## src/rtl/exc_pkg.sv

```systemverilog
package exc_pkg;

  typedef enum logic [2:0] {
    CS_UNDEF = 3'd0,
    CS_SWI   = 3'd1,
    CS_PABT  = 3'd2,
    CS_BKPT  = 3'd3,
    CS_DABT  = 3'd4,
    CS_IRQ   = 3'd5,
    CS_FIQ   = 3'd6,
    CS_RSVD  = 3'd7
  } cause_e;

  localparam int MODE_W = 5;
  localparam int VEC_W  = 8;
  localparam int OFF_W  = 4;

  localparam logic [MODE_W-1:0] MD_FIQ = 5'h11;
  localparam logic [MODE_W-1:0] MD_IRQ = 5'h12;
  localparam logic [MODE_W-1:0] MD_SVC = 5'h13;
  localparam logic [MODE_W-1:0] MD_ABT = 5'h17;
  localparam logic [MODE_W-1:0] MD_UND = 5'h1B;

  // status word bit positions
  localparam int BIT_CMP = 5;
  localparam int BIT_F   = 6;
  localparam int BIT_I   = 7;
  localparam int BIT_A   = 8;

  // mask vector order {A, I, F}
  typedef struct packed {
    logic              ok;
    logic [MODE_W-1:0] mode;
    logic [VEC_W-1:0]  vec;
    logic [2:0]        mask;
    logic [OFF_W-1:0]  ret_off;
  } entry_t;

endpackage

```

## src/rtl/exc_decode.sv

```systemverilog
module exc_decode
  import exc_pkg::*;
(
  input  cause_e cause,
  input  logic   cflag,
  output entry_t ent
);
  always_comb begin
    ent = '0;
    ent.ok = 1'b1;
    unique case (cause)
      CS_UNDEF: begin
        ent.mode = MD_UND; ent.vec = 8'h04; ent.mask = 3'b010;
        ent.ret_off = cflag ? 4'd2 : 4'd4;
      end
      CS_SWI: begin
        ent.mode = MD_SVC; ent.vec = 8'h08; ent.mask = 3'b010; ent.ret_off = 4'd0;
      end
      CS_PABT, CS_BKPT: begin
        ent.mode = MD_ABT; ent.vec = 8'h0C; ent.mask = 3'b110; ent.ret_off = 4'd4;
      end
      CS_DABT: begin
        ent.mode = MD_ABT; ent.vec = 8'h10; ent.mask = 3'b110; ent.ret_off = 4'd8;
      end
      CS_IRQ: begin
        ent.mode = MD_IRQ; ent.vec = 8'h18; ent.mask = 3'b110; ent.ret_off = 4'd4;
      end
      CS_FIQ: begin
        ent.mode = MD_FIQ; ent.vec = 8'h1C; ent.mask = 3'b111; ent.ret_off = 4'd4;
      end
      default: ent.ok = 1'b0;
    endcase
  end

  // decoded entry for a known cause always carries the I mask
  always_comb begin
    if (ent.ok) assert (ent.mask[1]) else $error("a_r3_i_mask_missing");
  end
endmodule

```

## src/rtl/exc_vector.sv

```systemverilog
module exc_vector
  import exc_pkg::*;
#(
  parameter int               XLEN      = 32,
  parameter logic [XLEN-1:0]  HIGH_BASE = 32'hFFFF0000
) (
  input  logic [VEC_W-1:0] vec,
  input  logic             hivec,
  output logic [XLEN-1:0]  target
);
  localparam int PAD_W = XLEN - VEC_W;

  logic [XLEN-1:0] low_vec;
  assign low_vec = {{PAD_W{1'b0}}, vec};
  assign target  = hivec ? (low_vec + HIGH_BASE) : low_vec;
endmodule

```

## src/rtl/exc_status.sv

```systemverilog
module exc_status
  import exc_pkg::*;
#(
  parameter int XLEN = 32
) (
  input  logic [XLEN-1:0]   old_st,
  input  logic [MODE_W-1:0] mode,
  input  logic [2:0]        mask,
  output logic [XLEN-1:0]   new_st
);
  always_comb begin
    new_st = old_st;
    new_st[MODE_W-1:0] = mode;
    new_st[BIT_CMP]    = 1'b0;
    new_st[BIT_A]      = old_st[BIT_A] | mask[2];
    new_st[BIT_I]      = old_st[BIT_I] | mask[1];
    new_st[BIT_F]      = old_st[BIT_F] | mask[0];
  end
endmodule

```

## src/rtl/exc_entry_seq.sv

```systemverilog
module exc_entry_seq
  import exc_pkg::*;
#(
  parameter int              XLEN      = 32,
  parameter logic [XLEN-1:0] HIGH_BASE = 32'hFFFF0000,
  parameter logic [XLEN-1:0] RESET_PC  = '0
) (
  input  logic              clk,
  input  logic              rst,
  input  logic              req_i,
  input  logic [2:0]        cause_i,
  input  logic [XLEN-1:0]   pc_i,
  input  logic [XLEN-1:0]   status_i,
  input  logic              cflag_i,
  input  logic              hivec_i,
  output logic [XLEN-1:0]   pc_o,
  output logic [XLEN-1:0]   status_o,
  output logic [XLEN-1:0]   saved_o,
  output logic [XLEN-1:0]   link_o,
  output logic [MODE_W-1:0] mode_o,
  output logic              flush_o,
  output logic              err_o
);
  localparam logic [XLEN-1:0] RESET_ST =
    XLEN'(MD_SVC) | (XLEN'(1) << BIT_A) | (XLEN'(1) << BIT_I) | (XLEN'(1) << BIT_F);

  entry_t          ent;
  logic [XLEN-1:0] target;
  logic [XLEN-1:0] next_st;
  logic [XLEN-1:0] next_link;
  logic            take;

  exc_decode u_dec (
    .cause (cause_e'(cause_i)),
    .cflag (cflag_i),
    .ent   (ent)
  );

  exc_vector #(.XLEN(XLEN), .HIGH_BASE(HIGH_BASE)) u_vec (
    .vec    (ent.vec),
    .hivec  (hivec_i),
    .target (target)
  );

  exc_status #(.XLEN(XLEN)) u_st (
    .old_st (status_i),
    .mode   (ent.mode),
    .mask   (ent.mask),
    .new_st (next_st)
  );

  assign next_link = pc_i + XLEN'(ent.ret_off);
  assign take      = req_i & ent.ok;

  always_ff @(posedge clk) begin
    if (rst) begin
      pc_o     <= RESET_PC;
      status_o <= RESET_ST;
      saved_o  <= '0;
      link_o   <= '0;
      mode_o   <= MD_SVC;
      flush_o  <= 1'b0;
      err_o    <= 1'b0;
    end else begin
      flush_o <= take;
      err_o   <= req_i & ~ent.ok;
      if (take) begin
        pc_o     <= target;
        status_o <= next_st;
        saved_o  <= status_i;
        link_o   <= next_link;
        mode_o   <= ent.mode;
      end
    end
  end

  // an accepted request flushes the next cycle
  a_r8_flush_follows: assert property (@(posedge clk) disable iff (rst)
    (req_i && cause_i != 3'd7) |=> flush_o);
  // error never coincides with flush and leaves state untouched
  a_r9_err_no_flush: assert property (@(posedge clk) disable iff (rst)
    !(err_o && flush_o));
  a_r9_err_holds: assert property (@(posedge clk) disable iff (rst)
    err_o |-> ($stable(pc_o) && $stable(status_o) && $stable(link_o) && $stable(saved_o)));
  // saved copy is the status presented with the request
  a_r6_saved_copy: assert property (@(posedge clk) disable iff (rst)
    req_i && cause_i != 3'd7 |=> saved_o == $past(status_i));
  // new status leaves compressed state and always masks IRQ
  a_r6_cmp_clear: assert property (@(posedge clk) disable iff (rst)
    flush_o |-> (!status_o[BIT_CMP] && status_o[BIT_I]));
  // mode request agrees with the status mode field
  a_r2_mode_match: assert property (@(posedge clk) disable iff (rst)
    flush_o |-> status_o[MODE_W-1:0] == mode_o);
  // idle cycles hold state
  a_r8_idle_hold: assert property (@(posedge clk) disable iff (rst)
    !req_i |=> (!flush_o && $stable(pc_o) && $stable(mode_o)));
endmodule

```

## config.mk

```make
export PLATFORM = sky130hd
export DESIGN_NAME = exc_entry_seq
export DESIGN_NICKNAME = d
export VERILOG_FILES = /design/src/rtl/exc_pkg.sv /design/src/rtl/exc_decode.sv /design/src/rtl/exc_vector.sv /design/src/rtl/exc_status.sv /design/src/rtl/exc_entry_seq.sv
export SDC_FILE = /design/constraint.sdc
export NUM_CORES = 1
export LEC_CHECK = 0
export BUFFER_PORTS_ARGS = -buffer_cell sky130_fd_sc_hd__buf_2
export CORE_MARGIN = 4
export CORE_UTILIZATION = 30
export DETAILED_ROUTE_END_ITERATION = 12
export PLACE_DENSITY = 0.69
export SYNTH_ARGS = -nofsm -noshare
export SYNTH_HDL_FRONTEND = slang
export SYNTH_SLANG_ARGS = --single-unit
```

## constraint.sdc

```tcl
create_clock -name clk -period 4.09 [get_ports clk]
set_input_delay 0.818 -clock clk [delete_from_list [all_inputs] [get_ports clk]]
set_output_delay 0.818 -clock clk [all_outputs]
set_load 0.02 [all_outputs]
```

# Word-level counts from Yosys, hierarchy flattened
# Index checks and enable logic that the tools add are counted.
[word_totals] ff_bits=134 in_bits=72 out_inout_bits=135 elab_cells=28
[op_classes] addsub=2 n_eq_ne=6 muxes=4 bitwise=6 reduce_logical=3
[ops] operator="$pmux 20 s6" count=1
[ops] operator="$add 32x4->32" count=1
[ops] operator="$mux 32" count=1
[ops] operator="$add 9x17->18 const B" count=1
[ops] operator="$eq 3x3->1 const B" count=3
[ops] operator="$reduce_or 7->1" count=1
[ops] operator="$eq 3x2->1 const B" count=2
[ops] operator="$eq 3x1->1 const B" count=1
[ops] operator="$logic_not 3->1" count=1
[ops] operator="$mux 3" count=1
[ops] operator="$or 1x1->1" count=3
[ops] operator="$and 1x1->1" count=2
[ops] operator="$reduce_or 2->1" count=1
[ops] operator="$mux 1" count=1
[ops] operator="$not 1->1" count=1

# Longest topological paths before layout
# Gate-level depths: netlist of the first run.
[depth] depth_word=5 depth_mapped=12 mapped_depth_nobuf=10

# By module
# A second synthesis of the first run with hierarchy kept.
[unflattened] hier_cells=755 hier_area_um2=5959.5
[modules_own_cells] module="exc_entry_seq" instances=1 cells_per_inst=660 area_each_um2=5276.3 seq_area_each_um2=2702.6
[modules_own_cells] module="exc_vector" instances=1 cells_per_inst=33 area_each_um2=244.0 seq_area_each_um2=0.0
[modules_own_cells] module="exc_status" instances=1 cells_per_inst=33 area_each_um2=240.2 seq_area_each_um2=0.0
[modules_own_cells] module="exc_decode" instances=1 cells_per_inst=29 area_each_um2=198.9 seq_area_each_um2=0.0

# Worst setup path before layout of the first run
# OpenSTA, ideal clock, no wires.
[synth_timing] path_kind="input port to flip-flop" startpoint="input port cause_i[2]" endpoint="register link_o[16]" setup_time_ns=0.126 arrival_ns=2.861 required_time_ns=3.964 path_slack_ns=1.104 path_stages=12 n_path_buf=2 cell_sequence="clkbuf_1 -> nand2_1 -> inv_1 -> o21ai_0 -> o21ai_0 -> ha_1 -> a21o_1 -> a21oi_1 -> clkbuf_1 -> nor3b_1 -> xnor2_1 -> o21ai_1"
[synth_between] elab_chain_cells=4 elab_cells_between_ends=13 classes_between="1 x add/sub; 6 x eq/ne; 2 x mux; 1 x bitwise; 3 x reduce/logical"
[synth_lines] item="start, declared" line_no="exc_entry_seq.sv:11" source="input logic [2:0] cause_i,"
[synth_lines] item="$eq 3x2->1 (tied with other cells)" line_no="exc_decode.sv:11" source="unique case (cause)"
[synth_lines] item="$reduce_or 2->1 or $reduce_or 7->1 (tied branches)"
[synth_lines] item="$pmux 20 s6 or $mux 1 (tied branches)" line_no="exc_decode.sv:11"
[synth_lines] item="$add 32x4->32 or $and 1x1->1 (tied branches)" line_no="exc_entry_seq.sv:52, exc_entry_seq.sv:53"
[synth_lines] item="end signal, assigned" line_no="exc_entry_seq.sv:71" source="link_o <= next_link;"
[synth_lines] item="end, declared" line_no="exc_entry_seq.sv:19" source="output logic [XLEN-1:0] link_o,"
# Several ways; a longest one is shown, not always the timed one.
# A chain may end at the register's enable or synchronous reset.

# Final worst setup path of the first run
[layout_timing] startpoint="input port cause_i[2]" endpoint="register link_o[14]"
# Same word-level chain as after synthesis.

==> results of run 1 <==
==> metrics by stage <==
step	setup WS [ns]	power (uW)	util	hold WS [ns]	instance area, sq um
2_1_floorplan	1.10	1090	-	0.523	3720
3_3_place_gp	1.11	1190	0.363	0.426	4360
3_5_place_dp	1.09	1190	0.363	0.430	4360
4_1_cts	1.43	2010	0.388	0.445	4660
5_1_grt	1.17	2080	0.388	0.457	4660
6_report	1.42	1980	0.388	0.446	4660
==> layer usage <==
layer | up-vias | track usage | wire length (microns)
met4 | 0 | 0.0630 | 211
met3 | 15 | 0.0364 | 756
met1 | 1417 | 0.161 | 4320
met5 | - | 0 | 0
met2 | 139 | 0.207 | 4280
li1 | 1660 | - | -
==> report_power, final <==
group / total (uW) / internal [uW] / switching [uW]
Clock: 805 / 503 / 302
Sequential: 833 / 806 / 26.6
Combinational: 340 / 118 / 222
==> cell type report <==
class                      instances  share of cell area
clock buffer                      12              0.0550
clock inverter                     4             0.00966
inverter                           5             0.00403
multi-input combinational        281               0.346
sequential                        78               0.335
tap                              147              0.0395
timing repair buffer             195               0.211
==> final timing paths <==
path,startpoint,to
worst max register to register,pc_o[30],pc_o[30]
worst min register to register,status_o[7],status_o[7]
worst min-delay path,status_o[7],status_o[7]
worst max-delay path,cause_i[2],link_o[14]
==> kinds of logic (layout without fill, tap and decap cells) <==
| kind of cell | Yosys count | after routing | share of synthesized area |
|---|---|---|---|
| and+or+nand+nor | 153 | 153 | 0.205 |
| buffers and inverters | 86 | 216 | 0.151 |
| AOI/OAI and AO/OA | 81 | 81 | 0.133 |
| DFF | 78 | 78 | 0.425 |
| xor gates and xnor gates | 29 | 29 | 0.0692 |
| adders and majority gates | 4 | 4 | 0.0157 |
| other | 1 | 14 | 0.00102 |
==> registers in the layout, indices dropped and copies added, names as in the netlist <==
signal    count
status_o      4
flush_o       1
err_o         1
mode_o        4
link_o       32
saved_o      32
pc_o          4
==> synth_stat cells (all sizes together), types with 3 or more instances <==
cell	n	area (sq um)
nand4	5	46.3
o21ai	33	169
buf	62	464
nand2	88	330
a22o	17	149
clkbuf	19	71.3
nor2	13	48.8
nor4	6	52.6
xnor2	24	210
dfxtp	78	1560
nor3	12	60.1
a21oi	26	130
xor2	5	43.8
and4	3	26.3
ha	3	37.5
nor4b	4	47.6
nand2b	6	37.5
nand3	7	35.0
inv	4	15.0
==> run_results.csv, run 1 <==
group,metric,value,unit
outcome,outcome,"complete, no violations",
drt,vias,3231,
critical_path,path_buf_inv,2,
cts,clock_latency,0.33,ns
floorplan,io_pins,207,
timing,max_slew_margin,0.372,
drt,drt-initial-drc-count,140,
critical_path,ff2ff_setup_slack,3.28,ns
power_and_ir_drop,p_per_area,424,mW/mm^2
layout,instances_no_fill,722,
layout,multi_input_area,0.00161,sq mm
timing,drv_slew,0,
yosys,ys_seq_elements,78,
cts,cts.sink_count,78,
timing,fin_crit_sh,0.652,
timing,min_period,2.67,ns
floorplan,die-area,0.0141,sq mm
cts,cts_buffers,9,
yosys,async_reset_ff_frac,0,
grt,grt_pass1_wl,14700,microns
placed_design,dp_cells,706,
grt,overflow,0,
yosys,synth_edf_count,0,
yosys,synth_flop_cell,"dfxtp_1",
floorplan,die_h,119,microns
cts,clock-root-buffer,"clkbuf_16",
drt,postRouteWirelength,9560,microns
grt,grt_usage,0.130,
floorplan,die_x,119,microns
timing,timing.setup.tns,0,ns
layout,nets,646,
layout,final_common_cell,"buf_2",
critical_path,start_kind,"primary input",
critical_path,cp_top_family,"simple AND/OR/NAND/NOR gates",
placed_design,io_buffers,192,
timing,max_freq,375,MHz
critical_path,crit_type,"primary input to flop",
cts,cts_tree,"done",
drt,firstDrtPassIters,4,
cts,cts_hold_buf,0,
drt,wl_per_cell,13.2,microns
yosys,yosysSeqAreaShare,0.425,
critical_path,cp-end-kind,"flop",
yosys,yosys_warnings,0,
yosys,syn_area,0.00367,sq mm
cts,cts_resized,0,
placed_design,dp_hpwl,7070,microns
critical_path,worst_ep_required_time,4.34,ns
yosys,avgSynthCellArea,8.50,sq um
cts,htreeDepth,3,
timing,worstMarginPinSlew,0.942,ns
critical_path,cp.arrival,2.92,ns
cts,path_clk_slew,0.06,ns
critical_path,max_stage_delay,0.70,ns
layout,n_antenna_cell,0,
critical_path,r2r_cells,1,
critical_path,cp.depth,7,
yosys,synthCells,432,
placed_design,gp_congestion,0.775,
drt,ant_nets,0,
power_and_ir_drop,ir_worst_vdd,0.203,mV
layout,syn2layout_area_growth,27.0,%
timing,final.setup_skew,0,ns
layout,seq_area,0.00156,sq mm
yosys,yosysUniqueCellTypes,40,
timing,finalSetupViolCount,0,
grt,antenna_found_initial,0,
grt,grt_max_degree,32,
layout,fill_cells,1243,
cts,postCtsSetupRepairBufs,0,
floorplan,coreArea,0.0120,sq mm
layout,final_cell_mix,"buf_2 (192), nand2_1 (88), dfxtp_1 (78)",
job,cap_violations,0,
critical_path,worstPathMaxFanout,30,
worst_hold_path,worstHoldPathType,"flop to flop",
power_and_ir_drop,p_leak,0.00221,uW
timing,rsz0062_at_grt,"false",
floorplan,num_rows,40,
drt,drc_errors,0,
drt,vias_per_cell,4.48,
worst_hold_path,min_path_cells,1,
critical_path,path_cells,"buf_2 -> nand3_1 -> and2_1 -> nor2_4 -> buf_4 -> nand2_1 -> o21ai_0",
grt,grt_pass1_vias,2936,
critical_path,cp_slowest_cell,"nor2_4",
timing,finalHoldViolations,0,
layout,drive_gt1_frac,0.379,
cts,clock_path_buffers,2,
floorplan,start_util,0.306,
(Power assumes the default switching activity.)
==> run 2: changes to the inputs <==
Clock period 4.09 ns to 2.52 ns, I/O delays scaled along.
==> run_results.csv, run 2 (synthesis gave the netlist of run 1 again) <==
group,metric,value,unit
layout,final_cell_mix,"buf_2 (192), nand2_1 (88), dfxtp_1 (78)",
floorplan,die_x,119,microns
timing,finalSetupViolCount,0,
power_and_ir_drop,p_per_area,699,mW/mm^2
grt,overflow,0,
critical_path,worstPathMaxFanout,5,
layout,syn2layout_area_growth,30.7,%
layout,final_common_cell,"buf_2",
cts,cts_tree,"done",
floorplan,io_pins,207,
critical_path,crit_start,"cause_i[2]",
cts,clock-root-buffer,"clkbuf_16",
critical_path,cp.arrival,2.34,ns
critical_path,worst_r2r_startpoint,"pc_o[30]",
job,cap_violations,0,
placed_design,pre_cts_slack,-0.0278,ns
cts,cts.sink_count,78,
outcome,outcome,"complete, no violations",
grt,antenna_found_initial,0,
timing,rsz0062_at_grt,"false",
critical_path,worst_ep_required_time,2.73,ns
grt,grt_pass1_vias,2993,
layout,n_antenna_cell,0,
drt,firstDrtPassIters,4,
drt,drc_errors,0,
cts,path_clk_slew,0.06,ns
timing,drv_slew,0,
placed_design,gp_congestion,0.747,
drt,wl_per_cell,13.0,microns
floorplan,num_rows,40,
drt,postRouteWirelength,9570,microns
grt,grt_usage,0.130,
critical_path,cp-end-kind,"flop",
drt,vias,3261,
layout,biggestRegsByFlops,"link_o (32), saved_o (32)",
cts,cts_buffers,9,
power_and_ir_drop,ir_worst_vdd,0.277,mV
critical_path,ff2ff_setup_slack,1.69,ns
timing,fin_crit_sh,0.842,
drt,vias_per_cell,4.44,
worst_hold_path,worstHoldPathType,"primary input to flop",
layout,seq_area,0.00156,sq mm
floorplan,die_h,119,microns
layout,nets,658,
timing,min_period,2.12,ns
critical_path,worstReg2RegEnd,"pc_o[30]",
critical_path,crit_type,"primary input to flop",
power_and_ir_drop,p_total,3360,uW
floorplan,die-area,0.0141,sq mm
power_and_ir_drop,p_leak,0.00228,uW
floorplan,coreArea,0.0120,sq mm
drt,drt-initial-drc-count,101,
worst_hold_path,min_path_cells,2,
floorplan,start_util,0.306,
timing,timing.setup.tns,0,ns
worst_hold_path,holdCritStartpoint,"status_i[27]",
timing,holdWs,0.381,ns
drt,ant_nets,0,
layout,fill_cells,1226,
cts,clock_latency,0.32,ns
cts,clock_path_buffers,2,
cts,cts_hold_buf,0,
layout,multi_input_area,0.00162,sq mm
timing,final.setup_skew,0,ns
grt,grt_max_degree,48,
cts,cts_resized,0,
layout,finish.utilization,0.400,
timing,max_slew_margin,0.543,
cts,postCtsSetupRepairBufs,0,
timing,worstMarginPinSlew,0.683,ns
placed_design,dp_hpwl,7250,microns
cts,htreeDepth,3,
critical_path,start_kind,"primary input",
timing,finalHoldViolations,0,
placed_design,io_buffers,192,
timing,max_freq,471,MHz
timing,final.setup.worst_slack,0.398,ns
grt,grt_pass1_wl,15000,microns
layout,drive_gt1_frac,0.395,
critical_path,r2r_cells,1,
worst_hold_path,whs_endpoint,"saved_o[27]",
-- run 2: worst max path at each step --
stage                 end  cells past startpoint  slack [ns]
2_1_floorplan  link_o[16]                     12        0.08
3_3_place_gp   link_o[31]                      9       -0.01
3_5_place_dp   link_o[31]                      9       -0.03
4_1_cts        link_o[31]                      9        0.34
5_1_grt         link_o[9]                     12        0.18
6_report       link_o[31]                      9        0.40
-- run 2: final cells by class --
cell class                      instances  area share
Clock buffer                           10      0.0498
Clock inverter                          6      0.0196
Inverter                                5     0.00391
Multi-Input combinational cell        281       0.337
Sequential cell                        78       0.325
Tap cell                              147      0.0383
Timing Repair Buffer                  207       0.226
-- run 2: critical path: stages --
cell     delay, ns
buf_2         0.13
nor4b_1       0.36
ha_1          0.25
fa_1          0.25
a21o_1        0.19
nand4_1       0.19
nor3_1        0.25
xnor2_1       0.15
o21ai_1       0.07
-- run 2: per-stage QoR --
step / area, sq um / instances
after detailed placement: 4470 / 718
final: 4800 / 734
after floorplan: 3730 / 445
after CTS: 4800 / 734
after global placement: 4470 / 718
after global routing: 4800 / 734
-- run 2: layer usage --
| metal | global-route usage | part of all wire | wire, microns |
|---|---|---|---|
| met4 | 0.0369 | 0.0084 | 80 |
| met3 | 0.0464 | 0.085 | 810 |
| met5 | 0 | 0 | 0 |
| met2 | 0.210 | 0.46 | 4360 |
| met1 | 0.164 | 0.45 | 4320 |
-- run 2: where the power goes --
group / switching (uW) / leakage [uW] / internal (uW)
clock: 532 / 0.000159 / 902
sequential: 43.5 / 0.000642 / 1310
combinational: 363 / 0.00148 / 208
==> run 3: changes to the inputs <==
Clock period 2.52 ns to 2 ns, I/O delays scaled along.
==> run_results.csv, run 3 (synthesis gave the netlist of run 1 again) <==
group,metric,value,unit
outcome,outcome,"complete, no violations",
cts,clock-root-buffer,"clkbuf_16",
drt,drt-initial-drc-count,197,
critical_path,ff2ff_setup_slack,1.21,ns
worst_hold_path,min_path_cells,2,
cts,htreeDepth,3,
critical_path,cp_top_family,"simple AND/OR/NAND/NOR gates",
power_and_ir_drop,switching_share,0.283,
cts,clock_path_buffers,2,
drt,drc_errors,0,
layout,multi_input_area,0.00176,sq mm
drt,postRouteWirelength,10600,microns
layout,fill_cells,1174,
power_and_ir_drop,power_frac_clock,0.413,
drt,wl_per_cell,14.0,microns
floorplan,coreArea,0.0120,sq mm
layout,instances_no_fill,759,
layout,drive_gt1_frac,0.448,
timing,min_period,1.92,ns
timing,fin_crit_sh,0.961,
placed_design,dp_cells,739,
power_and_ir_drop,ir_worst_vdd,0.347,mV
drt,firstDrtPassIters,4,
critical_path,cp-end-kind,"flop",
drt,ant_nets,0,
critical_path,max_stage_delay,0.45,ns
timing,finalSetupViolCount,0,
worst_hold_path,holdCritStartpoint,"status_i[3]",
grt,grt_pass1_vias,3268,
worst_hold_path,worstHoldPathType,"primary input to flop",
floorplan,die_x,119,microns
critical_path,worst_ep_required_time,2.21,ns
critical_path,timing.critical_path.mode_cell,"buf_4",
drt,vias_per_cell,4.55,
grt,antenna_found_initial,1,
timing,drv_slew,0,
cts,clock_latency,0.33,ns
critical_path,worstPathMaxFanout,5,
power_and_ir_drop,internal_power,3050,uW
floorplan,die-area,0.0141,sq mm
drt,vias,3454,
critical_path,worst_r2r_startpoint,"status_o[4]",
placed_design,gp_congestion,0.804,
layout,seq_area,0.00156,sq mm
critical_path,path_cells,"buf_12 -> buf_4 -> nor2_1 -> and2_1 -> ha_1 -> buf_4 -> a21oi_1 -> nor4b_1 -> xnor2_1 -> o21ai_0",
layout,syn2layout_area_growth,40.4,%
placed_design,io_buffers,192,
grt,grt_usage,0.149,
critical_path,cp_slowest_cell,"nor4b_1",
critical_path,crit_type,"primary input to flop",
critical_path,start_kind,"primary input",
layout,final_common_cell,"buf_2",
critical_path,cp.arrival,2.13,ns
grt,grt_max_degree,31,
timing,max_freq,520,MHz
power_and_ir_drop,power.net_switching,1200,uW
power_and_ir_drop,power.share.combinational,0.187,
critical_path,worstReg2RegEnd,"status_o[4]",
placed_design,dp_hpwl,8430,microns
worst_hold_path,whs_endpoint,"saved_o[3]",
cts,cts_buffers,9,
grt,overflow,0,
timing,final.setup_skew,0,ns
layout,biggestRegsByFlops,"link_o (32), saved_o (32)",
grt,grt_pass1_wl,16700,microns
layout,nets,683,
critical_path,r2r_cells,1,
cts,cts.sink_count,78,
layout,final_cell_mix,"buf_2 (189), nand2_1 (86), dfxtp_1 (78)",
floorplan,start_util,0.306,
power_and_ir_drop,p_leak,0.00247,uW
power_and_ir_drop,power_frac_seq,0.400,
job,cap_violations,0,
floorplan,die_h,119,microns
layout,n_antenna_cell,0,
cts,cts_tree,"done",
power_and_ir_drop,p_per_area,825,mW/mm^2
timing,rsz0062_at_grt,"true",
timing,finalHoldViolations,0,
critical_path,path_buf_inv,3,
floorplan,num_rows,40,
floorplan,io_pins,207,
layout,finish.utilization,0.429,
cts,path_clk_slew,0.06,ns
-- run 3: cell types whose count changed in the layout (fill, tap and decap cells not counted), moves of 3 or more --
| cell | delta |
|---|---|
| nor3_1 | -5 |
| o21ai_0 | -3 |
| buf_2 | -3 |
| nor3_2 | +3 |
| nor4_1 | -4 |
| buf_4 | +24 |
-- run 3: worst max path at each step --
stage	end	startpoint	slack, ns	cells after the start
2_1_floorplan	link_o[30]	cause_i[2]	-0.12	12
3_3_place_gp	link_o[19]	cause_i[2]	-0.21	10
3_5_place_dp	link_o[17]	cause_i[2]	-0.36	10
4_1_cts	link_o[17]	cause_i[2]	-0.0007	10
5_1_grt	link_o[23]	cause_i[0]	-0.05	10
6_report	link_o[11]	cause_i[0]	0.08	10
-- run 3: final cells by class --
class / count / area share
Sequential cell: 78 / 0.303
Timing Repair Buffer: 232 / 0.255
Inverter: 5 / 0.00364
Clock inverter: 7 / 0.0189
Tap cell: 147 / 0.0357
Multi-Input combinational cell: 281 / 0.340
Clock buffer: 9 / 0.0437
-- run 3: repair_timing --
item / in CTS / in global routing
setup endpoints to repair: 1 / 8
hold buffers: 0 / 0
pin swaps: 0 / 7
setup buffers: 0 / 4
gates resized for setup: 0 / 19
-- run 3: per-stage QoR --
stage | cell area (sq um) | worst slack, ns | setup TNS (ns) | hold slack [ns] | power [uW]
2_1_floorplan | 3850 | -0.115 | -1.19 | 0.502 | 2260
3_3_place_gp | 4720 | -0.212 | -3.85 | 0.422 | 2510
3_5_place_dp | 4720 | -0.355 | -5.71 | 0.430 | 2520
4_1_cts | 5050 | -0.000724 | -0.000724 | 0.253 | 4300
5_1_grt | 5160 | -0.0501 | -0.0552 | 0.264 | 4460
6_report | 5160 | 0.0775 | 0 | 0.272 | 4250
-- run 3: per-layer routing --
| layer | part of all wire | vias to the layer above | track usage |
|---|---|---|---|
| li1 | - | 1733 | - |
| met1 | 0.40 | 1552 | 0.167 |
| met2 | 0.50 | 152 | 0.260 |
| met3 | 0.087 | 15 | 0.0459 |
| met4 | 0.017 | 2 | 0.0594 |
| met5 | 0.0012 | - | 0 |
-- run 3: power groups by stage --
stage                     Sequential, uW  Combinational [uW]  Clock (uW)
final                               1700                 796        1760
after global routing                1720                 860        1880
after CTS                           1700                 785        1810
after detailed placement            1740                 785           0
after global placement              1730                 774           0
after floorplan                     1850                 409           0
